<file path="src/rtl/ifc_pkg.sv">
package ifc_pkg;
  localparam int NLVL  = 16;
  localparam int LVL_W = $clog2(NLVL);
  localparam logic [NLVL-1:0] RESERVED_LVLS = 16'h02FA;

  localparam int L_POWER = 0;
  localparam int L_FAULT = 1;

  localparam int F_PROT_MEM = 0;
  localparam int F_PROT_DMA = 1;
  localparam int F_MEM_PAR  = 2;
  localparam int F_PIO_PAR  = 3;
  localparam int F_DMA_PAR  = 4;
  localparam int F_ADDR     = 8;

  function automatic int usr_lvl(input int idx);
    case (idx)
      0:       return 2;
      1:       return 8;
      2:       return 10;
      3:       return 11;
      4:       return 13;
      default: return 15;
    endcase
  endfunction

  function automatic int io_lvl(input int idx);
    return (idx == 0) ? 12 : 14;
  endfunction
endpackage

</file>
<file path="src/rtl/ifc_sync_edge.sv">
module ifc_sync_edge (
  input  logic clk,
  input  logic rst,
  input  logic strobe_n,
  output logic fall
);
  logic prev_q;

  always_ff @(posedge clk) begin
    if (rst) prev_q <= 1'b1;
    else     prev_q <= strobe_n;
  end

  assign fall = prev_q & ~strobe_n;
endmodule

</file>
<file path="src/rtl/ifc_capture.sv">
module ifc_capture
  import ifc_pkg::*;
#(
  parameter int LEVELS  = NLVL,
  parameter int FAULT_W = 16,
  parameter int NUM_USR = 6,
  parameter int NUM_IO  = 2
) (
  input  logic               take,
  input  logic               pwr_n,
  input  logic [NUM_USR-1:0] usr_n,
  input  logic [NUM_IO-1:0]  io_n,
  input  logic               prot_n,
  input  logic               mpar_n,
  input  logic               pio_n,
  input  logic               dpar_n,
  input  logic               addr_n,
  input  logic               is_dma,
  input  logic [LEVELS-1:0]  internal_set,
  output logic [LEVELS-1:0]  pend_set,
  output logic [FAULT_W-1:0] fault_set,
  output logic               abort_set
);
  logic [LEVELS-1:0] ext_set;

  always_comb begin
    fault_set = '0;
    if (take) begin
      fault_set[F_PROT_MEM] = ~prot_n & ~is_dma;
      fault_set[F_PROT_DMA] = ~prot_n & is_dma;
      fault_set[F_MEM_PAR]  = ~mpar_n;
      fault_set[F_PIO_PAR]  = ~pio_n;
      fault_set[F_DMA_PAR]  = ~dpar_n;
      fault_set[F_ADDR]     = ~addr_n;
    end
  end

  always_comb begin
    ext_set = '0;
    if (take) begin
      ext_set[L_POWER] = ~pwr_n;
      for (int u = 0; u < NUM_USR; u++)
        if (!usr_n[u]) ext_set[usr_lvl(u)] = 1'b1;
      for (int k = 0; k < NUM_IO; k++)
        if (!io_n[k]) ext_set[io_lvl(k)] = 1'b1;
    end
    ext_set[L_FAULT] = ext_set[L_FAULT] | (|fault_set);
  end

  assign pend_set  = ext_set | (internal_set & RESERVED_LVLS[LEVELS-1:0]);
  assign abort_set = take & ~prot_n & ~is_dma;
endmodule

</file>
<file path="src/rtl/ifc_w1c_reg.sv">
module ifc_w1c_reg #(
  parameter int W = 16
) (
  input  logic         clk,
  input  logic         rst,
  input  logic [W-1:0] set_bits,
  input  logic [W-1:0] clr_bits,
  output logic [W-1:0] q
);
  always_ff @(posedge clk) begin
    if (rst) q <= '0;
    else     q <= (q & ~clr_bits) | set_bits;
  end
endmodule

</file>
<file path="src/rtl/ifc_prio.sv">
module ifc_prio
  import ifc_pkg::*;
#(
  parameter int LEVELS = NLVL,
  localparam int LW    = $clog2(LEVELS)
) (
  input  logic              clk,
  input  logic              rst,
  input  logic [LEVELS-1:0] pend,
  input  logic [LEVELS-1:0] mask,
  input  logic              enable,
  output logic              valid,
  output logic [LW-1:0]     level
);
  logic [LEVELS-1:0] cand;
  logic              hit;
  logic [LW-1:0]     pick;

  assign cand = pend & mask & {LEVELS{enable}};

  always_comb begin
    hit  = 1'b0;
    pick = '0;
    for (int i = LEVELS - 1; i >= 0; i--) begin
      if (cand[i]) begin
        hit  = 1'b1;
        pick = LW'(i);
      end
    end
    if (pend[L_POWER]) begin
      hit  = 1'b1;
      pick = '0;
    end
  end

  always_ff @(posedge clk) begin
    if (rst) begin
      valid <= 1'b0;
      level <= '0;
    end else begin
      valid <= hit;
      level <= pick;
    end
  end
endmodule

</file>
<file path="src/rtl/intr_fault_capture.sv">
module intr_fault_capture
  import ifc_pkg::*;
#(
  parameter int LEVELS  = NLVL,
  parameter int FAULT_W = 16,
  parameter int NUM_USR = 6,
  parameter int NUM_IO  = 2,
  localparam int LW     = $clog2(LEVELS)
) (
  input  logic               clk,
  input  logic               rst,
  input  logic               sync_n,
  input  logic               pwr_dn_n,
  input  logic [NUM_USR-1:0] usr_irq_n,
  input  logic [NUM_IO-1:0]  io_irq_n,
  input  logic               prot_err_n,
  input  logic               mem_par_err_n,
  input  logic               pio_par_err_n,
  input  logic               dma_par_err_n,
  input  logic               addr_err_n,
  input  logic               cyc_is_dma,
  input  logic [LEVELS-1:0]  int_set,
  input  logic [LEVELS-1:0]  pend_clr,
  input  logic [FAULT_W-1:0] fault_clr,
  input  logic               cfg_we,
  input  logic [LEVELS-1:0]  mask_wdata,
  input  logic               en_wdata,
  output logic [LEVELS-1:0]  pending,
  output logic [FAULT_W-1:0] fault,
  output logic [LEVELS-1:0]  mask_q,
  output logic               int_en,
  output logic               irq_valid,
  output logic [LW-1:0]      irq_level,
  output logic               abort_req
);
  logic               sync_fall;
  logic [LEVELS-1:0]  pend_set;
  logic [FAULT_W-1:0] fault_set;
  logic               abort_set;

  ifc_sync_edge u_edge (
    .clk      (clk),
    .rst      (rst),
    .strobe_n (sync_n),
    .fall     (sync_fall)
  );

  ifc_capture #(
    .LEVELS (LEVELS), .FAULT_W (FAULT_W), .NUM_USR (NUM_USR), .NUM_IO (NUM_IO)
  ) u_cap (
    .take         (sync_fall),
    .pwr_n        (pwr_dn_n),
    .usr_n        (usr_irq_n),
    .io_n         (io_irq_n),
    .prot_n       (prot_err_n),
    .mpar_n       (mem_par_err_n),
    .pio_n        (pio_par_err_n),
    .dpar_n       (dma_par_err_n),
    .addr_n       (addr_err_n),
    .is_dma       (cyc_is_dma),
    .internal_set (int_set),
    .pend_set     (pend_set),
    .fault_set    (fault_set),
    .abort_set    (abort_set)
  );

  ifc_w1c_reg #(.W (LEVELS)) u_pend (
    .clk (clk), .rst (rst), .set_bits (pend_set), .clr_bits (pend_clr), .q (pending)
  );

  ifc_w1c_reg #(.W (FAULT_W)) u_fault (
    .clk (clk), .rst (rst), .set_bits (fault_set), .clr_bits (fault_clr), .q (fault)
  );

  always_ff @(posedge clk) begin
    if (rst) begin
      mask_q    <= '0;
      int_en    <= 1'b0;
      abort_req <= 1'b0;
    end else begin
      if (cfg_we) begin
        mask_q <= mask_wdata;
        int_en <= en_wdata;
      end
      abort_req <= abort_set;
    end
  end

  ifc_prio #(.LEVELS (LEVELS)) u_prio (
    .clk    (clk),
    .rst    (rst),
    .pend   (pending),
    .mask   (mask_q),
    .enable (int_en),
    .valid  (irq_valid),
    .level  (irq_level)
  );
endmodule

</file>
<file path="config.mk">
export PLATFORM = sky130hd
export DESIGN_NAME = intr_fault_capture
export DESIGN_NICKNAME = d
export VERILOG_FILES = /design/src/rtl/ifc_pkg.sv /design/src/rtl/ifc_sync_edge.sv /design/src/rtl/ifc_capture.sv /design/src/rtl/ifc_w1c_reg.sv /design/src/rtl/ifc_prio.sv /design/src/rtl/intr_fault_capture.sv
export SDC_FILE = /design/constraint.sdc
export NUM_CORES = 1
export LEC_CHECK = 0
export ABC_AREA = 1
export BUFFER_PORTS_ARGS = -buffer_cell sky130_fd_sc_hd__buf_4
export CORE_ASPECT_RATIO = 0.9
export CORE_MARGIN = 3
export CORE_UTILIZATION = 46
export CTS_CLUSTER_DIAMETER = 60
export DETAILED_ROUTE_END_ITERATION = 16
export PLACE_DENSITY = 0.88
export SKIP_LAST_GASP = 1
export SYNTH_ARGS = -nofsm -noshare
export SYNTH_HDL_FRONTEND = slang
export SYNTH_HIERARCHICAL = 1
export SYNTH_SLANG_ARGS = --single-unit
export TNS_END_PERCENT = 100
</file>
<file path="constraint.sdc">
create_clock -name clk -period 1.9 [get_ports clk]
set_clock_uncertainty 0.2 [all_clocks]
set_input_delay 0.285 -clock clk [delete_from_list [all_inputs] [get_ports clk]]
set_output_delay 0.285 -clock clk [all_outputs]
set_load 0.02 [all_outputs]
</file>
==> run summary, run 1 <==
• **antenna violations before repair** 0
• **clock period minus worst slack** 1710 ps
• **fraction of the yosys area taken by sequential cells** 0.402
• **met2 demand-to-capacity share in global routing** 0.341
• **final HPWL from detailed placement** 5320 um
• **root buffer cell** clkbuf_8
• **clk slew on worst S/H paths** 90 ps
• **most common cell in the netlist** inv_1
• **RSZ-0062 raised after global routing** no
• **via count of the first global-routing pass** 2447
• **synthesized instance count** 391
• **TritonCTS clock tree** yes
• **CTS Buffer Depth** 2
• **pin count of the biggest net entering global routing** 35
• **number of buffers added by the clock tree synthesis step** 5
• **final hold violations** 0
• **Chip Height** 79.9 um
• **global placement routability congestion** 0.744
• **clock latency at the later pin of the worst-skew pair** 300 ps
• **Worst Hold Margin** 16.7 ps
• **fraction of layout cells with a size suffix above 1** 0.361
• **met3 layer usage reported by global route** 0.0506
• **cell types with the largest area share after synthesis** dfxtp_1 40%, inv_1 13%, nand2_1 13%
• **highest net fanout along the worst path** 12
• **count of yosys warnings during synthesis** 6
• **overall fraction of global-route tracks in use** 0.189
• **capturing element type of the critical path** flip-flop
• **maximum vdd ir drop** 0.586 mV
• **run status** finished clean
• **Synth area leader** dfxtp_1
• **final routed wire length divided by cell count** 11.4 um
• **quantity of I/O buffers inserted on ports** 129
• **number of ports placed on the die boundary** 139
• **final setup fails** 0
• **post-layout total power** 2.67 mW
• **DRC violations left** 0
• **highest attainable clock frequency** 0.584 GHz
• **leading post-synthesis cells by instance count** 94 x inv_1, 93 x nand2_1, 56 x dfxtp_1, 40 x nor2_1, 19 x a21oi_2
• **Core ar.** 5760 um^2
• **Cell Count Post-Placement** 574
• **count of flip-flops with a built-in enable after synthesis** 0
• **total overflow reported by the global router** 0
• **Leak** 2.05 nW
• **starting density of the core** 0.484
• **max-capacitance violation count** 0
• **worst setup margin** 186 ps
• **Async SR Flop Fraction** 0
• **worst setup slack before clock tree synthesis** 224 ps
• **synthesis-to-finish area growth** 35.2%
• **routed via count divided by cell count** 4.43
• **share of Yosys cell area claimed by the top area cell type** 0.402
• **aggregate negative setup slack** 0 ps
• **final non-filler cell total** 583
• **startpoint-to-endpoint class of the critical path** flip-flop to flip-flop
• **type of element launching the critical path** flip-flop
• **Total Die Area** 7030 um^2
• **cell area after synthesis** 2790 um^2
• **flops & latches, synth** 56
• **total inserted antenna cells** 0
• **pins over their slew limit** 0
• **number of vias in the routed layout** 2583
• **Initial DRC Count** 54
• **cell row count** 26
• **post-synthesis average cell area** 7.13 um^2
• **H-tree Lvls** 2
• **required time of the critical path** 1940 ps
• **final-stage net count** 596
• **Synth Flop Type** dfxtp_1
• **total iterations of the first detailed-routing run** 4
• **busiest metal layer after global routing** met2
• **period utilization** 0.902
• **GR met1 Demand/Resource** 0.220
• **total wirelength of the detailed-routed design** 6640 um
• **global-route wire length before repair** 10600 um
• **type of the worst min-delay path** input port to flip-flop
• **total number of clock tree sinks** 56
• **Cell variety after synth** 26
• **data arrival time at the worst-slack endpoint** 1750 ps
• **horizontal extent of the die** 88.1 um
• **Cell Pwr Density** 709 nW/um^2
• **count of nets left with antenna violations after detail routing** 0
layout by cell type (no fill, tap or decap):
master and instances:
nand3_2 4, clkbuf_8 7, a31oi_1 1, nor2_2 18, nand2_1 93, inv_6 1
nand2_2 1, nand3_1 12, nor2_1 39, a21oi_2 19, clkinv_1 1, dlygate4sd3_1 1
bufinv_16 1, a21oi_4 2, a21oi_1 17, conb_1 10, nor3_1 1, nor3b_1 1
buf_4 131, o211ai_1 1, inv_4 1, nor4_1 1, inv_1 94, dfxtp_1 56
worst max-delay path, stage by stage (launching register included):
cell and delay (ps):
dfxtp_1 430, buf_4 240, nand3_1 110, nand2_1 90
nand2_1 50, nand2_1 50, nand2_1 50, nand2_1 50
nand2_1 50, nand2_1 50, nand2_1 60, nand2_1 60
nand2_1 60, a21oi_2 110
timing repair:
item                       in CTS  in global routing
resized for setup               0                  2
hold buffers                    1                  0
hold endpoints to repair        1                  0
setup endpoints to repair       0                  1
setup buffers                   0                  0
final timing paths:
| kind | depth (start not counted) | start | end | slack (ps) |
|---|---|---|---|---|
| max | 13 | int_en$_SDFFE_PP0P_ | u_prio/level[0]$_SDFF_PP0_ | 190 |
| min | 4 | fault_clr[0] | u_fault/q[0]$_SDFF_PP0_ | 20 |
| max reg2reg | 13 | int_en$_SDFFE_PP0P_ | u_prio/level[0]$_SDFF_PP0_ | 190 |
| min reg2reg | 2 | u_fault/q[14]$_SDFF_PP0_ | u_fault/q[14]$_SDFF_PP0_ | 270 |
through the flow:
| step | util | cell area (um^2) |
|---|---|---|
| finish | 0.654 | 3770 |
| floorplan | - | 2820 |
| detailed placement | 0.630 | 3630 |
| global placement | 0.630 | 3630 |
| CTS | 0.654 | 3760 |
| global route | 0.654 | 3770 |
where the power goes:
part	leakage (nW)	internal, mW	switching [mW]	total [mW]
clock	0.0645	0.465	0.363	0.828
sequential	0.464	1.24	0.0558	1.30
combinational	1.52	0.259	0.285	0.544
total	2.05	1.97	0.703	2.67
state kept, by name, summed over array words and instances (netlist names):
register	flops
abort_req	1
u_pend/q	16
u_prio/valid	1
mask_q	16
u_edge/prev_q	1
u_prio/level	4
u_fault/q	16
int_en	1
metal layers:
layer	up-vias	routed length (um)	part of all wire
met1	1127	2740	0.41
met2	95	3230	0.49
met4	0	54	0.0081
met3	5	617	0.093
met5	-	0	0
li1	1356	-	-
layout make-up:
| cell class | count | area, um^2 |
|---|---|---|
| repair buffers | 132 | 993 |
| flip-flops and latches | 56 | 1120 |
| multi-input cells | 220 | 1070 |
| fillers | 501 | 1990 |
| well taps | 70 | 87.6 |
| clock inverters | 1 | 30.0 |
| clock buffers | 7 | 96.3 |
| inverters | 97 | 372 |
kinds of logic (layout without fill, tap and decap cells):
| kind of cell | after synthesis | in the layout | synth area share |
|---|---|---|---|
| and+or+nand+nor | 170 | 170 | 0.262 |
| buffers and inverters | 124 | 237 | 0.228 |
| DFF | 56 | 56 | 0.402 |
| AOI/OAI and AO/OA | 40 | 40 | 0.107 |
| other | 1 | 10 | 0.00135 |
Note: power is estimated with default switching activity, not from simulation.
==> inputs of run 2 (changes only) <==
--- a/config.mk
+++ b/config.mk
@@ -6,13 +6,13 @@
 export NUM_CORES = 1
 export LEC_CHECK = 0
 export ABC_AREA = 1
-export BUFFER_PORTS_ARGS = -buffer_cell sky130_fd_sc_hd__buf_4
+export BUFFER_PORTS_ARGS = -buffer_cell sky130_fd_sc_hd__buf_2
 export CORE_ASPECT_RATIO = 0.9
 export CORE_MARGIN = 3
 export CORE_UTILIZATION = 46
 export CTS_CLUSTER_DIAMETER = 60
 export DETAILED_ROUTE_END_ITERATION = 16
-export PLACE_DENSITY = 0.88
+export PLACE_DENSITY = 0.76
 export SKIP_LAST_GASP = 1
 export SYNTH_ARGS = -nofsm -noshare
 export SYNTH_HDL_FRONTEND = slang
==> constraint.sdc (replaced) <==
create_clock -name clk -period 1.65 [get_ports clk]
set_clock_uncertainty 0.2 [all_clocks]
set_input_delay 0.2475 -clock clk [delete_from_list [all_inputs] [get_ports clk]]
set_output_delay 0.2475 -clock clk [all_outputs]
set_load 0.02 [all_outputs]
==> run summary, run 2 (synthesis gave the netlist of run 1 again) <==
• **run status** finished, violations left
• **failing checks** negative hold slack
• **DRC violations left** 0, unchanged
• **switching portion of total power** 0.253, -0.00990
• **pins over their slew limit** 0, unchanged
• **total overflow reported by the global router** 0, unchanged
• **clk slew on worst S/H paths** 100 ps, about the same
• **Worst Reg2Reg Path Length in Cells** 15, +2
• **Crit Reg-Reg Endpoint** u_prio/level[0]$_SDFF_PP0_
• **highest net fanout along the worst path** 5, -7
• **final design utilization** 0.686, +0.0315
• **number of buffers added by the clock tree synthesis step** 5, unchanged
• **horizontal extent of the die** 88.1 um, unchanged
• **leading cell types in the layout, fill and taps excluded** 129 x buf_2, 94 x inv_1, 93 x nand2_1, 53 x dfxtp_1, 45 x dlygate4sd3_1
• **period utilization** 0.950, +0.0477
• **starting density of the core** 0.484, unchanged
• **maximum vdd ir drop** 0.451 mV, -23%
• **Hold EP** u_pend/q[15]$_SDFF_PP0_
• **count of nets left with antenna violations after detail routing** 0, unchanged
• **type of the worst min-delay path** input port to flip-flop
• **switching power total** 0.839 mW, +19%
• **global-route wire length before repair** 11200 um, +5.2%
• **Worst Hold Margin** -7.86 ps, -24.6 ps
• **Chip Height** 79.9 um, unchanged
• **synthesis-to-finish area growth** 41.7%
• **via count of the first global-routing pass** 2543, +3.9%
• **cell row count** 26, unchanged
• **final hold violations** 1, +1
• **cell-by-cell listing of the critical path** nand3_1 -> nand2_1 -> nand2_1 -> nand2_1 -> nand2_1 -> nand2_1 -> nand2_1 -> nand2_1 -> nand2_1 -> nand2_1 -> nand2_1 -> nand2_1 -> nand2_1 -> nand2_1 -> a21oi_2
• **Initial DRC Count** 73, +35%
• **pin count of the biggest net entering global routing** 35, unchanged
• **Leak** 2.19 nW, +7.1%
• **total number of clock tree sinks** 56, unchanged
• **number of cells on the worst hold path** 4, unchanged
• **Hold Crit Start** usr_irq_n[5]
• **clock period minus worst slack** 1570 ps, -147 ps
• **data arrival time at the worst-slack endpoint** 1560 ps, -190 ps
• **final setup fails** 0, unchanged
• **antenna violations before repair** 0, unchanged
• **required time of the critical path** 1650 ps, -290 ps
• **global placement routability congestion** 0.767, +3.1%
• **startpoint-to-endpoint class of the critical path** flip-flop to flip-flop
• **overall fraction of global-route tracks in use** 0.199, +0.0102
• **highest attainable clock frequency** 0.638 GHz, +9.4%
• **Cell Pwr Density** 839 nW/um^2, +18%
• **Int Power** 2.48 mW, +26%
• **Clk network pwr share** 0.361, +0.051
• **routed via count divided by cell count** 4.31, -2.8%
• **total iterations of the first detailed-routing run** 4, unchanged
• **RSZ-0062 raised after global routing** yes
• **capturing element type of the critical path** flip-flop
• **CTS Buffer Depth** 2, unchanged
• **number of ports placed on the die boundary** 139, unchanged
• **setup slack of the most critical reg-to-reg path** 80 ps, -100 ps
• **relative contribution of sequential cells to total power** 0.451, -0.036
• **type of element launching the critical path** flip-flop
• **fraction of power consumed by combinational cells** 0.189, -0.015
• **Worst path slowest cell** dfxtp_4
• **largest stage delay on the critical path** 390 ps, -40 ps
• **final routed wire length divided by cell count** 11.1 um, -2.6%
• **Core ar.** 5760 um^2, unchanged
• **final HPWL from detailed placement** 4750 um, -11%
• **most frequent standard cell in the layout excluding fill and tap cells** buf_2
• **TritonCTS clock tree** yes
• **clock latency at the later pin of the worst-skew pair** 300 ps, about the same
• **worst slew margin relative to its limit** 0.637
• **fraction of layout cells with a size suffix above 1** 0.339, -0.0213
• **total inserted antenna cells** 0, unchanged
• **root buffer cell** clkbuf_8
• **number of vias in the routed layout** 2714, +5.1%
• **total wirelength of the detailed-routed design** 6980 um, +5.2%
• **biggest registers after layout** mask_q (16), u_fault/q (16), u_pend/q (16)
• **Total Die Area** 7030 um^2, unchanged
• **H-tree Lvls** 2, unchanged
• **post-layout total power** 3.31 mW, +24%
• **crit-path most repeated cell** nand2_1
• **startpoint of the worst register-to-register path** int_en$_SDFFE_PP0P_
• **slew at the pin closest to its max-slew limit** 544 ps
• **final-stage net count** 643, +7.9%
• **quantity of I/O buffers inserted on ports** 129, unchanged
• **max-capacitance violation count** 0, unchanged
[run 2: worst max-delay path by stage]
stage | slack (ps) | startpoint | endpoint | depth (start not counted)
floorplan | 40 | u_pend/q[15]$_SDFF_PP0_ | u_prio/level[0]$_SDFF_PP0_ | 16
detailed placement | 80 | int_en$_SDFFE_PP0P_ | u_prio/level[0]$_SDFF_PP0_ | 13
global placement | 90 | int_en$_SDFFE_PP0P_ | u_prio/level[0]$_SDFF_PP0_ | 13
finish | 80 | int_en$_SDFFE_PP0P_ | u_prio/level[0]$_SDFF_PP0_ | 15
CTS | 50 | int_en$_SDFFE_PP0P_ | u_prio/level[0]$_SDFF_PP0_ | 13
global route | -140 | int_en$_SDFFE_PP0P_ | u_prio/level[0]$_SDFF_PP0_ | 16
[run 2: metrics by stage]
step | TNS (ps) | cells | cell area [um^2] | setup slack (ps)
6_report | 0 | 630 | 3950 | 83.2
5_1_grt | -138 | 630 | 3950 | -138
4_1_cts | 0 | 629 | 3930 | 49.0
3_5_place_dp | 0 | 576 | 3320 | 75.4
3_3_place_gp | 0 | 576 | 3320 | 92.2
2_1_floorplan | 0 | 400 | 2820 | 41.0
[run 2: critical path: cells and delay by family, from the launching register on]
kind	cells	cell delay (ps)
AO/OA/AOI/OAI	1	50
flip-flops	1	390
AND/OR/NAND/NOR	14	830
[run 2: area by class of cell]
cell class | instances | area, um^2
fillers | 468 | 1810
flip-flops and latches | 56 | 1130
multi-input cells | 220 | 1070
clock buffers | 5 | 68.8
inverters | 97 | 369
repair buffers | 179 | 1140
well taps | 70 | 87.6
clock inverters | 3 | 90.1
[run 2: per-layer routing]
metal  share of wire  GRT usage  vias to the layer above
li1                -          -                     1439
met2            0.47      0.344                      106
met5               0          0                        -
met4           0.023     0.0725                        0
met3           0.076     0.0547                       19
met1            0.43      0.234                     1150
[run 2: what timing repair did]
item                                    in CTS  in global routing
setup buffers                                0                  1
gates resized for setup                      0                  5
hold endpoints to repair                    32                  0
hold buffers                                45                  0
endpoints found under the setup margin       0                  1
[run 2: power groups by stage]
stage	Combinational [mW]	Sequential [mW]	Clock [mW]
2_1_floorplan	0.279	1.61	0
3_3_place_gp	0.525	1.52	0
3_5_place_dp	0.531	1.52	0
4_1_cts	0.617	1.49	1.23
5_1_grt	0.694	1.50	1.28
6_report	0.626	1.49	1.20
